--- src/rtl/skv_pkg.sv ---
package skv_pkg;

    localparam int SKV_DT_W = 4;

    typedef enum logic [1:0] {
        ST_IDLE       = 2'd0,
        ST_FIRST_GAP  = 2'd1,
        ST_SECOND_GAP = 2'd2,
        ST_VOTE       = 2'd3
    } skv_state_e;

    localparam int SKV_COPIES = 3;

endpackage

--- src/rtl/skv_cfg.sv ---
module skv_cfg #(
    parameter int DT_W        = 4,
    parameter int BASE_PERIOD = 16,
    parameter int DT_INIT     = 2
) (
    input  logic            clk,
    input  logic            rst_n,
    input  logic            cfg_we,
    input  logic [DT_W-1:0] cfg_dt,
    output logic [DT_W-1:0] dt_pend,
    output logic            cfg_err
);

    localparam logic [DT_W-1:0] ONE = DT_W'(1);

    logic [DT_W-1:0] eff_dt;
    logic            fits;

    always_comb begin
        eff_dt = (cfg_dt > ONE) ? cfg_dt : ONE;
        fits   = (int'({eff_dt, 1'b1}) <= BASE_PERIOD);
    end

    always_ff @(posedge clk or negedge rst_n) begin
        if (!rst_n) begin
            dt_pend <= DT_W'(DT_INIT);
            cfg_err <= 1'b0;
        end else if (cfg_we) begin
            if (fits) begin
                dt_pend <= eff_dt;
            end else begin
                cfg_err <= 1'b1;
            end
        end
    end

endmodule

--- src/rtl/skv_seq.sv ---
module skv_seq
    import skv_pkg::*;
#(
    parameter int DT_W = 4
) (
    input  logic            clk,
    input  logic            rst_n,
    input  logic            strobe,
    input  logic [DT_W-1:0] dt_pend,
    output logic            start,
    output logic [2:0]      cap_en,
    output logic            vote_en,
    output logic [DT_W-1:0] dt_run
);

    localparam logic [DT_W-1:0] ONE = DT_W'(1);

    skv_state_e      state_q, state_d;
    logic [DT_W-1:0] cnt_q;
    logic            gap_hit;

    // state, gap counter and latched spacing
    always_ff @(posedge clk or negedge rst_n) begin
        if (!rst_n) begin
            state_q <= ST_IDLE;
            cnt_q   <= ONE;
            dt_run  <= ONE;
        end else begin
            state_q <= state_d;
            if (start) begin
                cnt_q  <= ONE;
                dt_run <= dt_pend;
            end else if (state_q == ST_FIRST_GAP || state_q == ST_SECOND_GAP) begin
                cnt_q <= gap_hit ? ONE : cnt_q + ONE;
            end
        end
    end

    // next state and decoded outputs
    always_comb begin
        gap_hit = (cnt_q == dt_run);
        start   = 1'b0;
        cap_en  = 3'b000;
        vote_en = 1'b0;
        state_d = state_q;
        unique case (state_q)
            ST_IDLE: begin
                start = strobe;
                if (strobe) state_d = ST_FIRST_GAP;
            end
            ST_FIRST_GAP: begin
                if (gap_hit) begin
                    cap_en[1] = 1'b1;
                    state_d   = ST_SECOND_GAP;
                end
            end
            ST_SECOND_GAP: begin
                if (gap_hit) begin
                    cap_en[2] = 1'b1;
                    state_d   = ST_VOTE;
                end
            end
            ST_VOTE: begin
                vote_en = 1'b1;
                start   = strobe;
                state_d = strobe ? ST_FIRST_GAP : ST_IDLE;
            end
            default: state_d = ST_IDLE;
        endcase
        cap_en[0] = start;
    end

endmodule

--- src/rtl/skv_capture.sv ---
module skv_capture
    import skv_pkg::*;
#(
    parameter int WIDTH = 8
) (
    input  logic                              clk,
    input  logic                              rst_n,
    input  logic [WIDTH-1:0]                  din,
    input  logic [SKV_COPIES-1:0]             cap_en,
    output logic [SKV_COPIES-1:0][WIDTH-1:0]  samples
);

    for (genvar c = 0; c < SKV_COPIES; c++) begin : g_copy
        always_ff @(posedge clk or negedge rst_n) begin
            if (!rst_n) begin
                samples[c] <= '0;
            end else if (cap_en[c]) begin
                samples[c] <= din;
            end
        end
    end

endmodule

--- src/rtl/skv_vote.sv ---
module skv_vote
    import skv_pkg::*;
#(
    parameter int WIDTH = 8
) (
    input  logic                              clk,
    input  logic                              rst_n,
    input  logic                              vote_en,
    input  logic [SKV_COPIES-1:0][WIDTH-1:0]  samples,
    output logic [WIDTH-1:0]                  dout,
    output logic [WIDTH-1:0]                  dbg_mismatch,
    output logic                              dout_valid
);

    logic [WIDTH-1:0] maj;
    logic [WIDTH-1:0] disagree;

    for (genvar b = 0; b < WIDTH; b++) begin : g_bit
        always_comb begin
            maj[b] = (samples[0][b] & samples[1][b])
                   | (samples[0][b] & samples[2][b])
                   | (samples[1][b] & samples[2][b]);
            disagree[b] = (samples[0][b] != samples[1][b])
                        | (samples[1][b] != samples[2][b]);
        end
    end

    always_ff @(posedge clk or negedge rst_n) begin
        if (!rst_n) begin
            dout         <= '0;
            dbg_mismatch <= '0;
            dout_valid   <= 1'b0;
        end else begin
            dout_valid <= vote_en;
            if (vote_en) begin
                dout         <= maj;
                dbg_mismatch <= disagree;
            end
        end
    end

endmodule

--- src/rtl/skew_vote_reg.sv ---
module skew_vote_reg
    import skv_pkg::*;
#(
    parameter int WIDTH       = 8,
    parameter int DT_W        = SKV_DT_W,
    parameter int BASE_PERIOD = 16,
    parameter int DT_INIT     = 2
) (
    input  logic             clk,
    input  logic             rst_n,
    input  logic [WIDTH-1:0] din,
    input  logic             strobe,
    input  logic             cfg_we,
    input  logic [DT_W-1:0]  cfg_dt,
    output logic [WIDTH-1:0] dout,
    output logic             dout_valid,
    output logic [WIDTH-1:0] dbg_mismatch,
    output logic             cfg_err
);

    logic [DT_W-1:0]                  dt_pend;
    logic [DT_W-1:0]                  dt_run;
    logic                             start;
    logic [SKV_COPIES-1:0]            cap_en;
    logic                             vote_en;
    logic [SKV_COPIES-1:0][WIDTH-1:0] samples;

    skv_cfg #(
        .DT_W       (DT_W),
        .BASE_PERIOD(BASE_PERIOD),
        .DT_INIT    (DT_INIT)
    ) u_cfg (
        .clk    (clk),
        .rst_n  (rst_n),
        .cfg_we (cfg_we),
        .cfg_dt (cfg_dt),
        .dt_pend(dt_pend),
        .cfg_err(cfg_err)
    );

    skv_seq #(.DT_W(DT_W)) u_seq (
        .clk    (clk),
        .rst_n  (rst_n),
        .strobe (strobe),
        .dt_pend(dt_pend),
        .start  (start),
        .cap_en (cap_en),
        .vote_en(vote_en),
        .dt_run (dt_run)
    );

    skv_capture #(.WIDTH(WIDTH)) u_cap (
        .clk    (clk),
        .rst_n  (rst_n),
        .din    (din),
        .cap_en (cap_en),
        .samples(samples)
    );

    skv_vote #(.WIDTH(WIDTH)) u_vote (
        .clk         (clk),
        .rst_n       (rst_n),
        .vote_en     (vote_en),
        .samples     (samples),
        .dout        (dout),
        .dbg_mismatch(dbg_mismatch),
        .dout_valid  (dout_valid)
    );

endmodule

--- config.mk ---
export PLATFORM = sky130hd
export DESIGN_NAME = skew_vote_reg
export DESIGN_NICKNAME = d
export VERILOG_FILES = /design/src/rtl/skv_pkg.sv /design/src/rtl/skv_cfg.sv /design/src/rtl/skv_seq.sv /design/src/rtl/skv_capture.sv /design/src/rtl/skv_vote.sv /design/src/rtl/skew_vote_reg.sv
export SDC_FILE = /design/constraint.sdc
export NUM_CORES = 1
export LEC_CHECK = 0
export ABC_AREA = 1
export BUFFER_PORTS_ARGS = -buffer_cell sky130_fd_sc_hd__buf_2
export CAP_MARGIN = 20
export CELL_PAD_IN_SITES_DETAIL_PLACEMENT = 1
export CELL_PAD_IN_SITES_GLOBAL_PLACEMENT = 1
export CORE_ASPECT_RATIO = 0.8
export CORE_MARGIN = 3
export CORE_UTILIZATION = 47
export DETAILED_ROUTE_END_ITERATION = 8
export PLACE_DENSITY_LB_ADDON = 0.1
export SKIP_LAST_GASP = 1
export SLEW_MARGIN = 20
export SYNTH_ARGS = -nofsm -noshare
export SYNTH_HDL_FRONTEND = slang
export SYNTH_SLANG_ARGS = --single-unit
--- constraint.sdc ---
create_clock -name clk -period 5.2 [get_ports clk]
set_input_delay 0.78 -clock clk [delete_from_list [all_inputs] [get_ports clk]]
set_output_delay 0.78 -clock clk [all_outputs]
set_load 0.02 [all_outputs]
==> results of run 1 <==
==> per-stage QoR <==
step | power [mW] | setup slack [ns] | cells | util | instance area, µm²
5_1_grt | 2.03 | 2.85 | 374 | 0.564 | 2920
3_5_place_dp | 1.63 | 3.09 | 366 | 0.548 | 2840
3_3_place_gp | 1.55 | 3.22 | 365 | 0.546 | 2830
6_report | 1.84 | 3.10 | 374 | 0.564 | 2920
4_1_cts | 1.86 | 3.08 | 374 | 0.564 | 2920
2_1_floorplan | 1.37 | 3.55 | 276 | - | 2610
==> sequential cells by signal, summed over array words and instances (netlist names) <==
name / cells
u_cap.samples: 24
u_vote.dbg_mismatch: 8
u_vote.dout: 8
u_cfg.dt_pend: 4
u_seq.cnt_q: 4
u_seq.dt_run: 4
u_seq.state_q: 2
u_cfg.cfg_err: 1
u_vote.dout_valid: 1
==> cells in the mapped netlist, drive strengths merged <==
master,instances
xor2,1
o21a,1
a31oi,8
nor2,40
inv,18
a21oi,11
ha,22
o21ai,21
clkbuf,4
a21o,1
mux2,8
dfstp,3
xnor2,1
o211ai,1
nand2,72
dfrtp,53
nand3,5
buf,3
or2,1
o22ai,2
==> report_power, final <==
part / switching [mW] / internal, mW / total (mW)
registers: 0.147 / 0.627 / 0.773
clock network: 0.138 / 0.0951 / 0.233
logic: 0.520 / 0.313 / 0.832
==> cell usage in the layout, fill, tap and decap left out <==
cell type	n
buf_2	33
o22ai_1	2
nand2_2	2
nor2_1	38
clkbuf_8	5
or2_1	1
dfstp_2	3
mux2_2	8
nand2_1	70
ha_1	22
clkbuf_1	2
xnor2_1	1
o211ai_1	1
a21o_1	1
buf_4	1
nor2_2	1
a21oi_1	11
a31oi_1	8
buf_6	1
nor2_8	1
o21ai_1	18
xor2_1	1
o21a_1	1
nand3_1	5
dfrtp_1	53
inv_2	3
clkinv_2	1
o21ai_0	3
inv_1	15
==> how the worst max path moves through the flow <==
stage,to,cells after the start,slack (ns)
3_5_place_dp,u_cap.samples[9],8,3.09
3_3_place_gp,u_cap.samples[11],8,3.22
5_1_grt,u_cap.samples[9],8,2.85
2_1_floorplan,u_cap.samples[6],6,3.55
4_1_cts,u_cap.samples[9],8,3.08
6_report,u_cap.samples[13],8,3.10
==> kinds of logic after synthesis <==
family,Yosys count
flops,56
mux,8
xor+xnor,2
compound gates,45
fa+ha+maj,22
buf+inv,25
simple gates,118
==> cell type report <==
class,count,area [µm²]
fill,635,2260
sequential,56,1410
multi-input combinational,195,1100
timing repair buffer,35,184
tap,62,77.6
clock buffer,7,76.3
inverter,18,67.6
clock inverter,1,5.00
==> critical path, delay by kind of cell, from the launching register on <==
kind,cells,cell delay [ns]
simple gates,7,1.40
flops,1,0.58
buf+inv,1,0.06
==> per-layer routing <==
layer / GRT usage / part of all wire / vias up
li1: - / - / 970
met1: 0.262 / 0.49 / 985
met2: 0.330 / 0.46 / 30
met3: 0.0372 / 0.038 / 7
met4: 0.0645 / 0.013 / 0
met5: 0 / 0 / -
==> impl_metrics.py, run 1 <==
metrics = {
    "global_routing": {
        "overflow": 0,
        "antenna_found_initial": 0,
        "grt_usage": 0.199,
        "grt_pass1_wl_um": 9920,
        "grt_pass1_vias": 2120,
        "grt_max_degree": 57,
    },
    "setup_path": {
        "r2r_start": "u_seq.cnt_q[0]",
        "reg2reg_to": "u_cap.samples[13]",
        "cp-start-kind": "flip-flop",
        "r2r_slack_ns": 3.10,
        "critical_path.max_fanout": 21,
        "arrival_ns": 2.36,
        "crit_required_ns": 5.45,
        "crit_top_cell": "nand2_1",
        "crit_path_end_kind": "flip-flop",
        "crit_chain": "inv_1 -> nand2_1 -> nand2_1 -> nor2_1 -> nand2_1 -> nor2_2 -> nand2_1 -> nand2_1",
        "crit_start": "u_seq.cnt_q[0]",
        "reg2regPathDepth": 8,
        "crit_type": "flip-flop to flip-flop",
        "cp_slowest_cell": "dfstp_2",
        "slowest_delay_ns": 0.58,
    },
    "clock_network": {
        "cts_hold_buf": 0,
        "clock_latency_ns": 0.31,
        "clk_path_buf_depth": 2,
        "cts_buffers": 5,
        "cts_tree": "built",
        "cts.sinks": 56,
        "clockRootBuffer": "clkbuf_8",
        "post_cts_buffers": 0,
        "clk_pin_slew_ns": 0.10,
        "h-tree-depth": 2,
        "cts_resized": 0,
    },
    "detailed_routing": {
        "avgViaCountPerCell": 5.33,
        "drc": 0,
        "dr.pass1.iters": 4,
        "via_count": 1992,
        "routedWlPerCell_um": 15.3,
        "drt_wl_total_um": 5710,
        "drtAntennaViolNets": 0,
        "drt_iter0_drc": 85,
    },
    "sta": {
        "max_freq_ghz": 0.476,
        "fin_crit_ns": 2.10,
        "setup_violations": 0,
        "fin_crit_sh": 0.404,
        "final_hold_viol_count": 0,
        "slew_headroom": 0.392,
        "finClkSkew_ns": 0.00683,
        "hold_ws_ns": 0.491,
        "tightest_slew_ns": 0.909,
        "final.setup.tns_ns": 0,
        "slew_viol_final": 0,
        "rsz0062_at_grt": "no",
    },
    "die": {
        "core_area_um2": 5180,
        "die_y_um": 72.7,
        "start_util": 0.504,
        "rows": 23,
        "die_x_um": 89.4,
        "io_pins": 34,
        "dieArea_um2": 6490,
    },
    "place": {
        "dp_hpwl_um": 4170,
        "gp_congestion": 0.809,
        "port_buffers": 33,
    },
    "min_path": {
        "hp-start": "u_cfg.cfg_err",
        "min_delay_path_depth": 1,
        "hold_path.class": "flip-flop to flip-flop",
        "min_to": "u_cfg.cfg_err",
    },
    "logic_synthesis": {
        "synth_adder_area_share": 0.105,
        "synth.top_cells.by_area": "dfrtp_1 (51%), ha_1 (11%), nand2_1 (10%)",
        "yosysTopAreaCell": "dfrtp_1",
        "yosysSeqAreaShare": 0.538,
        "synth_xor_area_frac": 0.00670,
        "synthCells": 276,
        "ys_seq_elements": 56,
        "avgSynthCellArea_um2": 9.47,
        "synth_top_area_frac": 0.508,
        "synth_top_family_by_area": "simple AND/OR/NAND/NOR gates",
        "synth.area.mux_share": 0.0345,
        "syn_nets": 314,
        "ys.warnings.count": 0,
        "synth-simple-area-share": 0.182,
        "syn_area_um2": 2610,
        "synth_compound_area_frac": 0.0939,
        "yosysUniqueCellTypes": 26,
    },
    "outcome": {
        "status": "complete, no violations",
    },
    "layout": {
        "diodes": 0,
        "syn_to_final_growth_pct": 11.7,
        "nNetsFinal": 349,
        "drive_gt1_frac": 0.189,
    },
    "job": {
        "maxCapViolCount": 0,
    },
    "power_and_ir_drop": {
        "p_per_area_nw_per_um2": 630,
        "ir_worst_vdd_uv": 240,
        "p_leak_nw": 1.43,
    },
}
Note: power is estimated with default switching activity, not from simulation.
==> run 2: changes to the inputs <==
--- a/config.mk
+++ b/config.mk
@@ -5,14 +5,14 @@
 export SDC_FILE = /design/constraint.sdc
 export NUM_CORES = 1
 export LEC_CHECK = 0
-export ABC_AREA = 1
+export ABC_AREA = 0
 export BUFFER_PORTS_ARGS = -buffer_cell sky130_fd_sc_hd__buf_2
 export CAP_MARGIN = 20
 export CELL_PAD_IN_SITES_DETAIL_PLACEMENT = 1
 export CELL_PAD_IN_SITES_GLOBAL_PLACEMENT = 1
 export CORE_ASPECT_RATIO = 0.8
 export CORE_MARGIN = 3
-export CORE_UTILIZATION = 47
+export CORE_UTILIZATION = 42
 export DETAILED_ROUTE_END_ITERATION = 8
 export PLACE_DENSITY_LB_ADDON = 0.1
 export SKIP_LAST_GASP = 1
==> constraint.sdc (replaced) <==
create_clock -name clk -period 1.7 [get_ports clk]
set_input_delay 0.255 -clock clk [delete_from_list [all_inputs] [get_ports clk]]
set_output_delay 0.255 -clock clk [all_outputs]
set_load 0.02 [all_outputs]
==> run 2 against run 1 <==
Sequential share of layout area is 1.7 points lower. Combinational power grew to 3.5 times the previous value. First-iteration DRC count is 29% lower. Hold slack worse by 0.33 ns.
==> impl_metrics.py, run 2 <==
metrics = {
    "outcome": {
        "status": "complete, no violations",
    },
    "detailed_routing": {
        "routedWlPerCell_um": 16.4,
        "top_layer_used": "met4",
        "drt_iter0_drc": 60,
        "via_count": 1659,
        "drc": 0,
        "m1WireLength_um": 2360,
        "drt_wl_total_um": 5330,
        "drtAntennaViolNets": 0,
        "wl_met3_um": 224,
        "dr.pass1.iters": 3,
        "avgViaCountPerCell": 5.10,
        "wl_met2_um": 2660,
    },
    "layout": {
        "layout_commonest_cell": "dfrtp_1",
        "final_cell_mix": "dfrtp_1 (53), buf_2 (33), nor2_1 (27)",
        "multi_input_area_um2": 1150,
        "fin_area_um2": 3030,
        "nNetsFinal": 284,
        "drive_gt1_frac": 0.368,
        "seqCellArea_um2": 1410,
        "syn_to_final_growth_pct": 16.7,
        "diodes": 0,
        "fillers": 607,
        "largest_register": "u_cap.samples",
        "largest_reg_flops": 24,
        "reg_top3": "u_cap.samples (24), u_vote.dbg_mismatch (8), u_vote.dout (8)",
    },
    "power_and_ir_drop": {
        "ir_worst_vdd_uv": 849,
        "switchingPower_mw": 2.35,
        "p_leak_nw": 1.44,
        "internal_power_mw": 3.77,
        "p_clk_frac": 0.124,
        "combPwrFrac": 0.480,
        "power_frac_seq": 0.396,
        "switching_share": 0.384,
        "p_total_mw": 6.12,
        "p_per_area_nw_per_um2": 2020,
    },
    "logic_synthesis": {
        "synth.most_common_cell": "dfrtp_1",
        "yosysSeqAreaShare": 0.541,
        "synth_top_flop_cell": "dfrtp_1",
        "ys.warnings.count": 0,
        "syn_nets": 239,
        "synth_top_area_frac": 0.511,
        "synth_edf_count": 0,
        "yosysUniqueCellTypes": 29,
        "synth.top_cells.by_area": "dfrtp_1 (51%), ha_1 (11%), mux2_4 (9.3%)",
        "syn_area_um2": 2590,
        "ys_seq_elements": 56,
        "ys_top_cells_by_count": "dfrtp_1 (53), nor2_1 (27), ha_1 (22), a21oi_1 (17), mux2_4 (16)",
        "yosysTopAreaCell": "dfrtp_1",
        "async_flop_share": 1.00,
        "avgSynthCellArea_um2": 12.9,
        "synthCells": 201,
    },
    "global_routing": {
        "grt_usage": 0.163,
        "grt_pass1_wl_um": 9090,
        "antenna_found_initial": 0,
        "grt_max_degree": 34,
        "grt_pass1_vias": 1846,
        "overflow": 0,
    },
    "sta": {
        "slew_headroom": 0.750,
        "fin_crit_ns": 1.62,
        "setup_violations": 0,
        "fin_crit_sh": 0.956,
        "tightest_slew_ns": 0.375,
        "slew_viol_final": 0,
        "rsz0062_at_grt": "yes",
        "finClkSkew_ns": 0.00685,
        "max_freq_ghz": 0.615,
        "final_hold_viol_count": 0,
    },
    "die": {
        "die_y_um": 76.3,
        "dieArea_um2": 7160,
        "start_util": 0.455,
        "io_pins": 34,
        "rows": 24,
        "core_area_um2": 5710,
        "die_x_um": 93.9,
    },
    "setup_path": {
        "critical_path.max_fanout": 4,
        "crit_path_end_kind": "flip-flop",
        "cp-start-kind": "flip-flop",
        "crit_type": "flip-flop to flip-flop",
        "crit_required_ns": 1.91,
        "arrival_ns": 1.84,
    },
    "place": {
        "place_area_um2": 2900,
        "port_buffers": 33,
        "dp_hpwl_um": 4080,
        "gp_congestion": 0.743,
    },
    "clock_network": {
        "clk_pin_slew_ns": 0.10,
        "cts_tree": "built",
        "clk_path_buf_depth": 2,
        "clockRootBuffer": "clkbuf_8",
        "clock_latency_ns": 0.32,
        "cts.sinks": 56,
        "cts_buffers": 5,
        "h-tree-depth": 2,
    },
    "min_path": {
        "hold_path.class": "input port to flip-flop",
    },
    "job": {
        "maxCapViolCount": 0,
    },
}
==> run 2: metrics by stage <==
step | cells | hold WS, ns | setup WS [ns] | util | TNS, ns
6_report | 325 | 0.160 | 0.0751 | 0.531 | 0
5_1_grt | 325 | 0.167 | -0.0308 | 0.531 | -0.132
4_1_cts | 324 | 0.155 | -0.0166 | 0.528 | -0.150
3_5_place_dp | 314 | 0.193 | -0.0542 | 0.507 | -0.722
3_3_place_gp | 314 | 0.186 | 0.0397 | 0.507 | 0
2_1_floorplan | 201 | -0.0406 | 0.0271 | - | 0
==> run 2: area by class of cell <==
cell class / count / area share
flip-flops and latches: 56 / 0.464
repair buffers: 45 / 0.0892
inverters: 4 / 0.00496
multi-input cells: 134 / 0.380
clock buffers: 8 / 0.0297
well taps: 78 / 0.0322
==> run 2: worst paths after layout <==
path | startpoint | end | slack [ns] | depth (start not counted)
worst max-delay path | u_seq.cnt_q[0] | u_seq.state_q[1] | 0.08 | 5
worst min-delay path | cfg_dt[3] | u_cfg.cfg_err | 0.16 | 2
worst max register to register | u_seq.cnt_q[0] | u_seq.state_q[1] | 0.08 | 5
worst min register to register | u_cfg.cfg_err | u_cfg.cfg_err | 0.49 | 1
max in group asynchronous | rst_n | u_seq.dt_run[0] | 0.76 | 3
min in group asynchronous | rst_n | u_seq.state_q[0] | 0.38 | 2
==> run 2: critical path: stages (launching register included) <==
cell and delay (ns):
dfstp_2 0.56, xnor2_1 0.14, nand4_2 0.14, buf_4 0.18, a21oi_2 0.16, mux2_2 0.35
==> run 2: cells by family (layout without fill, tap and decap cells) <==
kind of cell | after synthesis | count (layout) | synth area share
fa+ha+maj | 22 | 22 | 0.106
compound gates | 32 | 32 | 0.0738
simple gates | 42 | 42 | 0.0718
xor+xnor | 6 | 6 | 0.0231
mux | 32 | 32 | 0.162
flops | 56 | 56 | 0.541
buf+inv | 11 | 57 | 0.0222
==> run 2: repair_timing <==
action	CTS	global route
resized for setup	3	4
setup buffers	1	1
setup endpoints to repair	26	29
hold buffers	1	0
hold endpoints to repair	12	0
==> run 2: layer usage <==
metal	global-route usage	up-vias
li1	-	794
met1	0.203	824
met2	0.276	31
met3	0.0444	10
met4	0.0476	0
met5	0	-
==> run 2: power by group through the flow <==
stage               Combinational (mW)  Sequential [mW]  Clock (mW)
finish                            2.94             2.42       0.758
global route                      3.28             2.52       0.846
CTS                               2.94             2.44       0.792
detailed placement                2.89             2.46           0
global placement                  2.65             2.41           0
floorplan                         1.85             2.55           0
